==> config.mk <==
export PLATFORM = sky130hd
export DESIGN_NAME = supmon_filter_top
export DESIGN_NICKNAME = d
export VERILOG_FILES = /design/src/rtl/supmon_pkg.sv /design/src/rtl/supmon_sync.sv /design/src/rtl/supmon_glitch_filter.sv /design/src/rtl/supmon_filter_top.sv
export SDC_FILE = /design/constraint.sdc
export NUM_CORES = 1
export LEC_CHECK = 0
export BUFFER_PORTS_ARGS = -buffer_cell sky130_fd_sc_hd__buf_4
export CAP_MARGIN = 40
export CORE_ASPECT_RATIO = 0.5
export CORE_MARGIN = 10
export CORE_UTILIZATION = 50
export DETAILED_ROUTE_END_ITERATION = 10
export PLACE_DENSITY = 0.67
export SYNTH_ARGS = -nofsm -noshare
export SYNTH_HDL_FRONTEND = slang
export SYNTH_SLANG_ARGS = --single-unit
==> constraint.sdc <==
create_clock -name clk_i -period 2 [get_ports clk_i]
set_input_delay 0.4 -clock clk_i [delete_from_list [all_inputs] [get_ports clk_i]]
set_output_delay 0.4 -clock clk_i [all_outputs]
set_load 0.01 [all_outputs]
==> src/rtl/supmon_pkg.sv <==
package supmon_pkg;

    parameter int unsigned NUM_CH_DEF   = 10;
    parameter int unsigned CLK_PER_US   = 8;
    parameter int unsigned SHORT_US     = 16;
    parameter int unsigned LONG_US      = 64;

    // One filtered comparator pair of a channel
    typedef struct packed {
        logic upper;
        logic lower;
    } cmp_pair_t;

    // Bits reported for one channel, in A/B slot order
    function automatic logic [1:0] report_bits(input cmp_pair_t p, input logic window);
        logic in_bounds;
        in_bounds = p.lower & ~p.upper;
        return {(window ? in_bounds : p.upper), p.lower};
    endfunction

endpackage

==> src/rtl/supmon_sync.sv <==
module supmon_sync #(
    parameter int unsigned WIDTH = 2
) (
    input  logic             clk_i,
    input  logic             rst_i,
    input  logic [WIDTH-1:0] d_i,
    output logic [WIDTH-1:0] q_o
);
    logic [WIDTH-1:0] stage1_q, stage2_q;

    always_ff @(posedge clk_i) begin
        if (rst_i) begin
            stage1_q <= '0;
            stage2_q <= '0;
        end else begin
            stage1_q <= d_i;
            stage2_q <= stage1_q;
        end
    end

    assign q_o = stage2_q;

endmodule

==> src/rtl/supmon_glitch_filter.sv <==
module supmon_glitch_filter #(
    parameter int unsigned SHORT_CNT = 128,
    parameter int unsigned LONG_CNT  = 512
) (
    input  logic clk_i,
    input  logic rst_i,
    input  logic long_i,
    input  logic din_i,
    output logic dout_o
);
    localparam int unsigned CW = $clog2(LONG_CNT + 1);

    logic [CW-1:0] cnt_q;
    logic [CW-1:0] limit;
    logic          out_q;

    assign limit = long_i ? CW'(LONG_CNT - 1) : CW'(SHORT_CNT - 1);

    always_ff @(posedge clk_i) begin
        if (rst_i) begin
            out_q <= 1'b0;
            cnt_q <= '0;
        end else if (din_i == out_q) begin
            cnt_q <= '0;
        end else if (cnt_q == limit) begin
            out_q <= din_i;
            cnt_q <= '0;
        end else begin
            cnt_q <= cnt_q + 1'b1;
        end
    end

    assign dout_o = out_q;

    AST_CNT_BOUND: assert property (@(posedge clk_i) disable iff (rst_i)
        cnt_q <= limit);

    AST_HOLD_UNTIL_FULL: assert property (@(posedge clk_i) disable iff (rst_i)
        !$stable(dout_o) |-> ($past(cnt_q) == $past(limit)));

    AST_TAKE_AT_FULL: assert property (@(posedge clk_i) disable iff (rst_i)
        (din_i != dout_o && cnt_q == limit) |=> (dout_o == $past(din_i)));

endmodule

==> src/rtl/supmon_filter_top.sv <==
module supmon_filter_top
    import supmon_pkg::*;
#(
    parameter int unsigned NUM_CH     = NUM_CH_DEF,
    parameter int unsigned CLK_PER_US_P = CLK_PER_US,
    parameter int unsigned SHORT_US_P = SHORT_US,
    parameter int unsigned LONG_US_P  = LONG_US
) (
    input  logic                clk_i,
    input  logic                rst_i,
    input  logic [NUM_CH-1:0]   raw_a_i,
    input  logic [NUM_CH-1:0]   raw_b_i,
    input  logic [NUM_CH-1:0]   long_en_i,
    input  logic [NUM_CH-1:0]   win_en_i,
    output logic [23:0]         status_o
);
    localparam int unsigned SHORT_CNT    = SHORT_US_P * CLK_PER_US_P;
    localparam int unsigned LONG_CNT     = LONG_US_P * CLK_PER_US_P;
    localparam int unsigned STATUS_BYTES = (2 * NUM_CH + 7) / 8;
    localparam int unsigned STATUS_W     = 8 * STATUS_BYTES;

    logic [2*NUM_CH-1:0] raw_bits, sync_bits, filt_bits;
    cmp_pair_t [NUM_CH-1:0] filt_pair;
    logic [STATUS_W-1:0] status_d, status_q;

    // Interleave: bit 2k = upper (A), bit 2k+1 = lower (B)
    for (genvar k = 0; k < NUM_CH; k++) begin : g_pack_raw
        assign raw_bits[2*k]   = raw_a_i[k];
        assign raw_bits[2*k+1] = raw_b_i[k];
    end

    supmon_sync #(.WIDTH(2 * NUM_CH)) u_sync (
        .clk_i (clk_i),
        .rst_i (rst_i),
        .d_i   (raw_bits),
        .q_o   (sync_bits)
    );

    for (genvar j = 0; j < 2 * NUM_CH; j++) begin : g_filter
        supmon_glitch_filter #(
            .SHORT_CNT (SHORT_CNT),
            .LONG_CNT  (LONG_CNT)
        ) u_filt (
            .clk_i  (clk_i),
            .rst_i  (rst_i),
            .long_i (long_en_i[j/2]),
            .din_i  (sync_bits[j]),
            .dout_o (filt_bits[j])
        );
    end

    for (genvar k = 0; k < NUM_CH; k++) begin : g_pair
        assign filt_pair[k].upper = filt_bits[2*k];
        assign filt_pair[k].lower = filt_bits[2*k+1];
    end

    always_comb begin
        status_d = '0;
        for (int k = 0; k < NUM_CH; k++) begin
            status_d[STATUS_W-1-2*k -: 2] = report_bits(filt_pair[k], win_en_i[k]);
        end
    end

    always_ff @(posedge clk_i) begin
        if (rst_i) status_q <= '0;
        else       status_q <= status_d;
    end

    assign status_o = 24'(status_q);

    AST_RESET_CLEAR: assert property (@(posedge clk_i)
        $past(rst_i) |-> (status_o == '0));

    AST_SPARE_ZERO: assert property (@(posedge clk_i) disable iff (rst_i)
        status_o[3:0] == 4'h0);

    for (genvar k = 0; k < NUM_CH; k++) begin : g_win_chk
        AST_INBOUNDS_NEEDS_LOWER: assert property (@(posedge clk_i) disable iff (rst_i)
            (win_en_i[k] && status_o[23-2*k]) |-> status_o[22-2*k]);
    end

endmodule

==> results.sh, run 1 <==
export IMPL_reg2regPathDepth=5
export IMPL_dieWidth_um=235
export IMPL_crit_start="g_filter[4].u_filt.cnt_q[0]$_SDFF_PP0_"
export IMPL_yosys_warnings=0
export IMPL_final_nets=1335
export IMPL_post_cts_resized=0
export IMPL_fmax_mhz=542
export IMPL_place_gp_congestion=0.765
export IMPL_synth_avg_cell_area_um2=9.54
export IMPL_post_route_period_util_pct=92.2
export IMPL_grt_use_total_pct=12.7
export IMPL_cts_tree="built"
export IMPL_io_pins=66
export IMPL_overflow=0
export IMPL_cts_setup_buffers=0
export IMPL_cts_hold_buf=0
export IMPL_p_total_w=0.0108
export IMPL_crit_end="g_filter[4].u_filt.cnt_q[3]$_SDFF_PP0_"
export IMPL_io_buffers=61
export IMPL_grt_pass1_wl_um=33800
export IMPL_p_leak_nw=4.21
export IMPL_area_delta_synth_final_pct=13.4
export IMPL_layout_drive_gt1_share_pct=11.7
export IMPL_dp_cells=1553
export IMPL_routedWlPerCell_um=12.1
export IMPL_route_detailed_drc=0
export IMPL_min_period_ns=1.84
export IMPL_setup_violations_final=0
export IMPL_endpoint_kind="flip-flop"
export IMPL_worst_setup_path_type="reg -> reg"
export IMPL_grt_max_degree=28
export IMPL_hpwl_um=13800
export IMPL_r2r_end="g_filter[4].u_filt.cnt_q[3]$_SDFF_PP0_"
export IMPL_fin_skew_ns=0.00605
export IMPL_start_util_pct=50.7
export IMPL_core_area_mm2=0.0227
export IMPL_antenna_found_initial=0
export IMPL_n_fill_cell=1991
export IMPL_path_clk_slew_ns=0.06
export IMPL_crit_arrival_ns=2.24
export IMPL_drt_iter0_markers=298
export IMPL_ys_ff_latch=280
export IMPL_cts_buffers=25
export IMPL_synth_area_mm2=0.0115
export IMPL_insertion_delay_ns=0.52
export IMPL_dieArea_mm2=0.0299
export IMPL_drtAntennaViolNets=0
export IMPL_synthCells=1209
export IMPL_num_antenna_cells=0
export IMPL_synth_ff_type="dfxtp_1"
export IMPL_worst_hold_path_type="in -> reg"
export IMPL_reg2reg_from="g_filter[4].u_filt.cnt_q[0]$_SDFF_PP0_"
export IMPL_startpoint_type="flip-flop"
export IMPL_synth_seq_area_share_pct=48.6
export IMPL_ir_worst_vdd_v=0.000476
export IMPL_grt_pass1_vias=7651
export IMPL_fp_dieH_um=127
export IMPL_cts_sinks=280
export IMPL_rows=39
export IMPL_routed_via_count=7762
export IMPL_synth_distinct_cells=33
export IMPL_synth_edff_count=0
export IMPL_cts_root_buf="clkbuf_16"
export IMPL_powerDensity_mw_per_mm2=826
export IMPL_cts_max_path_buffers=3
export IMPL_fin_cells=1597
export IMPL_cap_violations=0
export IMPL_timing_final_max_slew_violations=0
export IMPL_reg2reg_slack_ns=0.16
export IMPL_wl_um=19400
export IMPL_rsz0062_at_grt="false"
export IMPL_status="finished clean"
export IMPL_cp_required_ns=2.40
export IMPL_first_pass_iters=6
export IMPL_vias_per_cell=4.86
export IMPL_crit_fanout=9
export IMPL_async_flop_share_pct=0
export IMPL_cts_max_level=1
export IMPL_hold_viol=0
export IMPL_setup_tns_ns=0
==> synthesized netlist by cell type, types with 4 or more instances <==
cell	number	area (um2)
buf_6	5	56.3
or3_4	18	203
a21oi_1	10	50.1
inv_1	49	184
or3_1	12	75.1
nand4_1	23	144
nor4_1	13	81.3
and3_1	4	25.0
clkbuf_1	11	41.3
ha_1	20	250
a2111oi_4	18	495
nor2b_1	60	375
xnor2_1	124	1090
mux2i_1	9	90.1
nand2b_1	21	131
or2_1	8	50.1
buf_2	5	25.0
nand2_1	48	180
and2_1	4	25.0
nor3_1	26	130
mux2_2	11	124
nand3_1	86	430
buf_4	12	90.1
nor2_1	258	968
nand3b_1	9	67.6
dfxtp_1	280	5610
xor2_1	55	482
==> kinds of logic (layout without fill, tap and decap cells) <==
kind of cell    after synthesis  in the layout  synth area share [%]
flops                       280            280                  48.6
compound gates               33             33                  5.00
other cells                   1              4                0.0325
xor+xnor                    179            179                  13.6
mux                          20             20                  1.85
buf+inv                      82            160                  3.44
simple gates                594            594                  25.3
fa+ha+maj                    20             20                  2.17
==> critical path, stage by stage, from the launching register on <==
cell and delay (ns):
dfxtp_1 0.38, ha_1 0.22, nand3_1 0.25, a2111oi_4 0.44, or3_1 0.35, nor2_1 0.09
==> layout make-up <==
type                            instances  area (um2)  share of cell area (%)
Sequential cell                       280        5610                    42.9
Timing Repair Buffer                   67         528                    4.04
Multi-Input combinational cell        850        5550                    42.4
Tap cell                              307         384                    2.94
Clock inverter                          6         105                   0.804
Inverter                               49         184                    1.41
Clock buffer                           38         724                    5.54
==> flip-flops by register name, summed over array words and instances (netlist names) <==
register,flops
u_sync.q_o,20
u_sync.stage1_q,20
g_filter.u_filt.dout_o,20
status_o,20
g_filter.u_filt.cnt_q,200
==> cell usage in the layout (no fill, tap or decap), types with 2 or more instances in the layout <==
cell type    n
nor3_1      26
inv_1       49
nor4_1      13
nand3b_1     9
o21ai_0      3
clkbuf_1     8
or3_4       18
ha_1        20
nand2_1     48
or2_1        8
nand2b_1    21
nand3_1     86
and4_1       3
mux2i_1      9
nor2_1     258
a21oi_1     10
nand4_1     23
buf_4       65
dfxtp_1    280
nor2b_1     60
clkbuf_16   25
clkbuf_8     5
and2_1       4
bufinv_16    3
buf_12       2
or3_1       12
and3_1       4
mux2_2      11
a2111oi_4   18
conb_1       4
xnor2_1    124
xor2_1      55
clkinv_2     3
==> per-stage QoR <==
step | worst slack [ns] | area, um2 | utilization [%] | hold WS (ns)
6_report | 0.155 | 13100 | 57.5 | 0.0900
5_1_grt | 0.0437 | 13100 | 57.5 | 0.0721
4_1_cts | 0.159 | 13100 | 57.5 | 0.0649
3_5_place_dp | 0.147 | 12200 | 53.9 | 0.421
3_3_place_gp | 0.187 | 12200 | 53.9 | 0.422
2_1_floorplan | 0.444 | 11500 | - | 0.413
==> how the worst min path moves through the flow <==
stage | start | to | slack (ns) | cells past startpoint
after global placement | u_sync.stage1_q[4]$_SDFF_PP0_ | u_sync.q_o[4]$_SDFF_PP0_ | 0.42 | 1
after CTS | raw_b_i[3] | u_sync.stage1_q[7]$_SDFF_PP0_ | 0.06 | 2
after global routing | raw_b_i[2] | u_sync.stage1_q[5]$_SDFF_PP0_ | 0.07 | 2
after detailed placement | u_sync.stage1_q[5]$_SDFF_PP0_ | u_sync.q_o[5]$_SDFF_PP0_ | 0.42 | 1
after floorplan | g_filter[5].u_filt.cnt_q[0]$_SDFF_PP0_ | g_filter[5].u_filt.cnt_q[0]$_SDFF_PP0_ | 0.41 | 1
final | raw_a_i[2] | u_sync.stage1_q[4]$_SDFF_PP0_ | 0.09 | 2
==> power breakdown <==
group / switching (W) / leakage (nW) / total [W] / internal [W]
registers: 0.0000240 / 2.26 / 0.00565 / 0.00562
logic: 0.000129 / 1.54 / 0.000265 / 0.000136
clock network: 0.00201 / 0.408 / 0.00489 / 0.00288
total: 0.00217 / 4.21 / 0.0108 / 0.00864
==> per-layer routing <==
metal	GRT usage (%)	routed length [um]	share of wire, %	vias up
met1	15.0	9020	47	3605
met2	23.2	9390	49	59
li1	-	-	-	4068
met3	2.89	575	3.0	30
met5	0	0	0	-
met4	3.43	374	1.9	0
Note: power is estimated with default switching activity, not from simulation.
==> run 2, diff against run 1 <==
==> constraint.sdc (replaced) <==
create_clock -name clk_i -period 2 [get_ports clk_i]
set_input_delay 0.6 -clock clk_i [delete_from_list [all_inputs] [get_ports clk_i]]
set_output_delay 0.6 -clock clk_i [all_outputs]
set_load 0.01 [all_outputs]
==> run 2 against run 1 <==
  * First-iteration DRC count is 7.7% lower
  * Critical path type unchanged
  * Core utilization up 1.1 points
  * Routed wire length is 1.6% higher
  * Sequential cell count unchanged
  * Final area up 1.9%
==> results.sh, run 2 (synthesized netlist as in run 1, its figures left out) <==
export IMPL_worst_setup_path_type="reg -> reg"
export IMPL_reg2reg_slack_ns=0.23
export IMPL_antenna_found_initial=0
export IMPL_layout_setup_ws_ns=0.227
export IMPL_timing_final_max_slew_violations=0
export IMPL_post_cts_resized=0
export IMPL_grt_max_degree=39
export IMPL_final_cell_mix="dfxtp_1 (280), nor2_1 (258), xnor2_1 (124), nand3_1 (86), buf_4 (78)"
export IMPL_holdPathEnd="u_sync.stage1_q[16]$_SDFF_PP0_"
export IMPL_post_route_period_util_pct=88.7
export IMPL_routedWlPerCell_um=12.2
export IMPL_cts_buffers=26
export IMPL_fin_cells=1617
export IMPL_overflow=0
export IMPL_insertion_delay_ns=0.54
export IMPL_reg2reg_from="g_filter[3].u_filt.cnt_q[0]$_SDFF_PP0_"
export IMPL_startpoint_type="flip-flop"
export IMPL_drt_iter0_markers=275
export IMPL_fmax_mhz=564
export IMPL_cts_setup_buffers=0
export IMPL_layout_drive_gt1_share_pct=13.6
export IMPL_final_nets=1352
export IMPL_route_detailed_drc=0
export IMPL_p_clk_share_pct=46.6
export IMPL_r2r_end="g_filter[3].u_filt.cnt_q[5]$_SDFF_PP0_"
export IMPL_io_buffers=61
export IMPL_dieWidth_um=235
export IMPL_cts_max_path_buffers=3
export IMPL_powerDensity_mw_per_mm2=833
export IMPL_reg2regPathDepth=5
export IMPL_cts_tree="built"
export IMPL_dieArea_mm2=0.0299
export IMPL_hold_start="raw_a_i[8]"
export IMPL_grt_pass1_vias=7790
export IMPL_cts_root_buf="clkbuf_16"
export IMPL_p_leak_nw=4.36
export IMPL_p_int_w=0.00883
export IMPL_grt_pass1_wl_um=34200
export IMPL_crit_arrival_ns=2.19
export IMPL_drtAntennaViolNets=0
export IMPL_dp_slack_ns=-0.0150
export IMPL_status="finished clean"
export IMPL_fin_skew_ns=0.0193
export IMPL_start_util_pct=50.7
export IMPL_min_period_ns=1.77
export IMPL_first_pass_iters=4
export IMPL_wl_um=19700
export IMPL_cap_violations=0
export IMPL_ir_worst_vdd_v=0.000542
export IMPL_rows=39
export IMPL_hold_path_depth=2
export IMPL_place_gp_congestion=0.799
export IMPL_worst_hold_path_type="in -> reg"
export IMPL_fp_dieH_um=127
export IMPL_io_pins=66
export IMPL_path_clk_slew_ns=0.07
export IMPL_whs_ns=0.278
export IMPL_hpwl_um=14200
export IMPL_power_frac_comb_pct=2.5
export IMPL_num_antenna_cells=0
export IMPL_dp_cells=1569
export IMPL_top_register="g_filter.u_filt.cnt_q"
export IMPL_seq_power_share_pct=50.9
export IMPL_endpoint_kind="flip-flop"
export IMPL_hold_viol=0
export IMPL_area_delta_synth_final_pct=15.5
export IMPL_crit_fanout=10
export IMPL_p_sw_w=0.00226
export IMPL_n_fill_cell=1965
export IMPL_crit_start="g_filter[3].u_filt.cnt_q[0]$_SDFF_PP0_"
export IMPL_largest_reg_flops=200
export IMPL_cp_required_ns=2.41
export IMPL_vias_per_cell=4.87
export IMPL_swShare_pct=20.4
export IMPL_setup_violations_final=0
export IMPL_grt_use_total_pct=12.9
export IMPL_cts_sinks=280
export IMPL_cts_hold_buf=0
export IMPL_layout_commonest_cell="dfxtp_1"
export IMPL_rsz0062_at_grt="false"
export IMPL_routed_via_count=7871
export IMPL_cts_max_level=1
export IMPL_core_area_mm2=0.0227
==> run 2: cell count changes in the layout (fill, tap and decap cells not counted) <==
cell and change:
clkbuf_16 +2, inv_8 +1, buf_4 +13, bufinv_16 -1, buf_12 +3, clkinv_2 +3
clkinvlp_4 +2, clkbuf_8 +4, clkbuf_1 -7
==> run 2: power by group through the flow <==
stage | clock network, W | logic (W) | registers, W
after global routing | 0.00557 | 0.000306 | 0.00565
after CTS | 0.00532 | 0.000281 | 0.00565
after detailed placement | 0 | 0.000280 | 0.00578
after floorplan | 0 | 0.000169 | 0.00577
after global placement | 0 | 0.000273 | 0.00577
final | 0.00517 | 0.000276 | 0.00565
==> run 2: layout make-up <==
cell class | count | area [um2] | share of cell area, %
timing repair buffer | 83 | 686 | 5.15
clock inverter | 11 | 116 | 0.873
clock buffer | 37 | 803 | 6.03
tap | 307 | 384 | 2.88
multi-input combinational | 850 | 5550 | 41.6
inverter | 49 | 184 | 1.38
sequential | 280 | 5610 | 42.1
==> run 2: worst max path at each step <==
stage | to | cells past startpoint
2_1_floorplan | g_filter[3].u_filt.dout_o$_SDFFE_PP0P_ | 3
3_3_place_gp | g_filter[8].u_filt.cnt_q[7]$_SDFF_PP0_ | 5
3_5_place_dp | g_filter[14].u_filt.cnt_q[2]$_SDFF_PP0_ | 5
4_1_cts | g_filter[4].u_filt.cnt_q[2]$_SDFF_PP0_ | 5
5_1_grt | g_filter[3].u_filt.cnt_q[8]$_SDFF_PP0_ | 5
6_report | g_filter[3].u_filt.cnt_q[5]$_SDFF_PP0_ | 5
==> run 2: metrics by stage <==
stage / power (W) / instance area [um2] / util (%) / TNS [ns]
4_1_cts: 0.0113 / 13300 / 58.6 / 0
2_1_floorplan: 0.00594 / 11500 / - / 0
3_5_place_dp: 0.00606 / 12400 / 54.6 / -0.123
3_3_place_gp: 0.00605 / 12400 / 54.6 / 0
6_report: 0.0111 / 13300 / 58.6 / 0
5_1_grt: 0.0115 / 13300 / 58.6 / 0
==> run 2: worst max-delay path: stages, from the launching register on <==
cell       delay [ns]
dfxtp_1          0.38
ha_1             0.21
nand3_1          0.24
a2111oi_4        0.35
or3_1            0.37
nor2_1           0.10
==> run 2: metal layers <==
metal / vias to the layer above / wire length (um) / part of all wire (%) / track usage [%]
met5: - / 0 / 0 / 0
met4: 0 / 468 / 2.4 / 3.89
met3: 35 / 590 / 3.0 / 2.91
met2: 73 / 9620 / 49 / 23.8
met1: 3660 / 9000 / 46 / 14.7
li1: 4103 / - / - / -
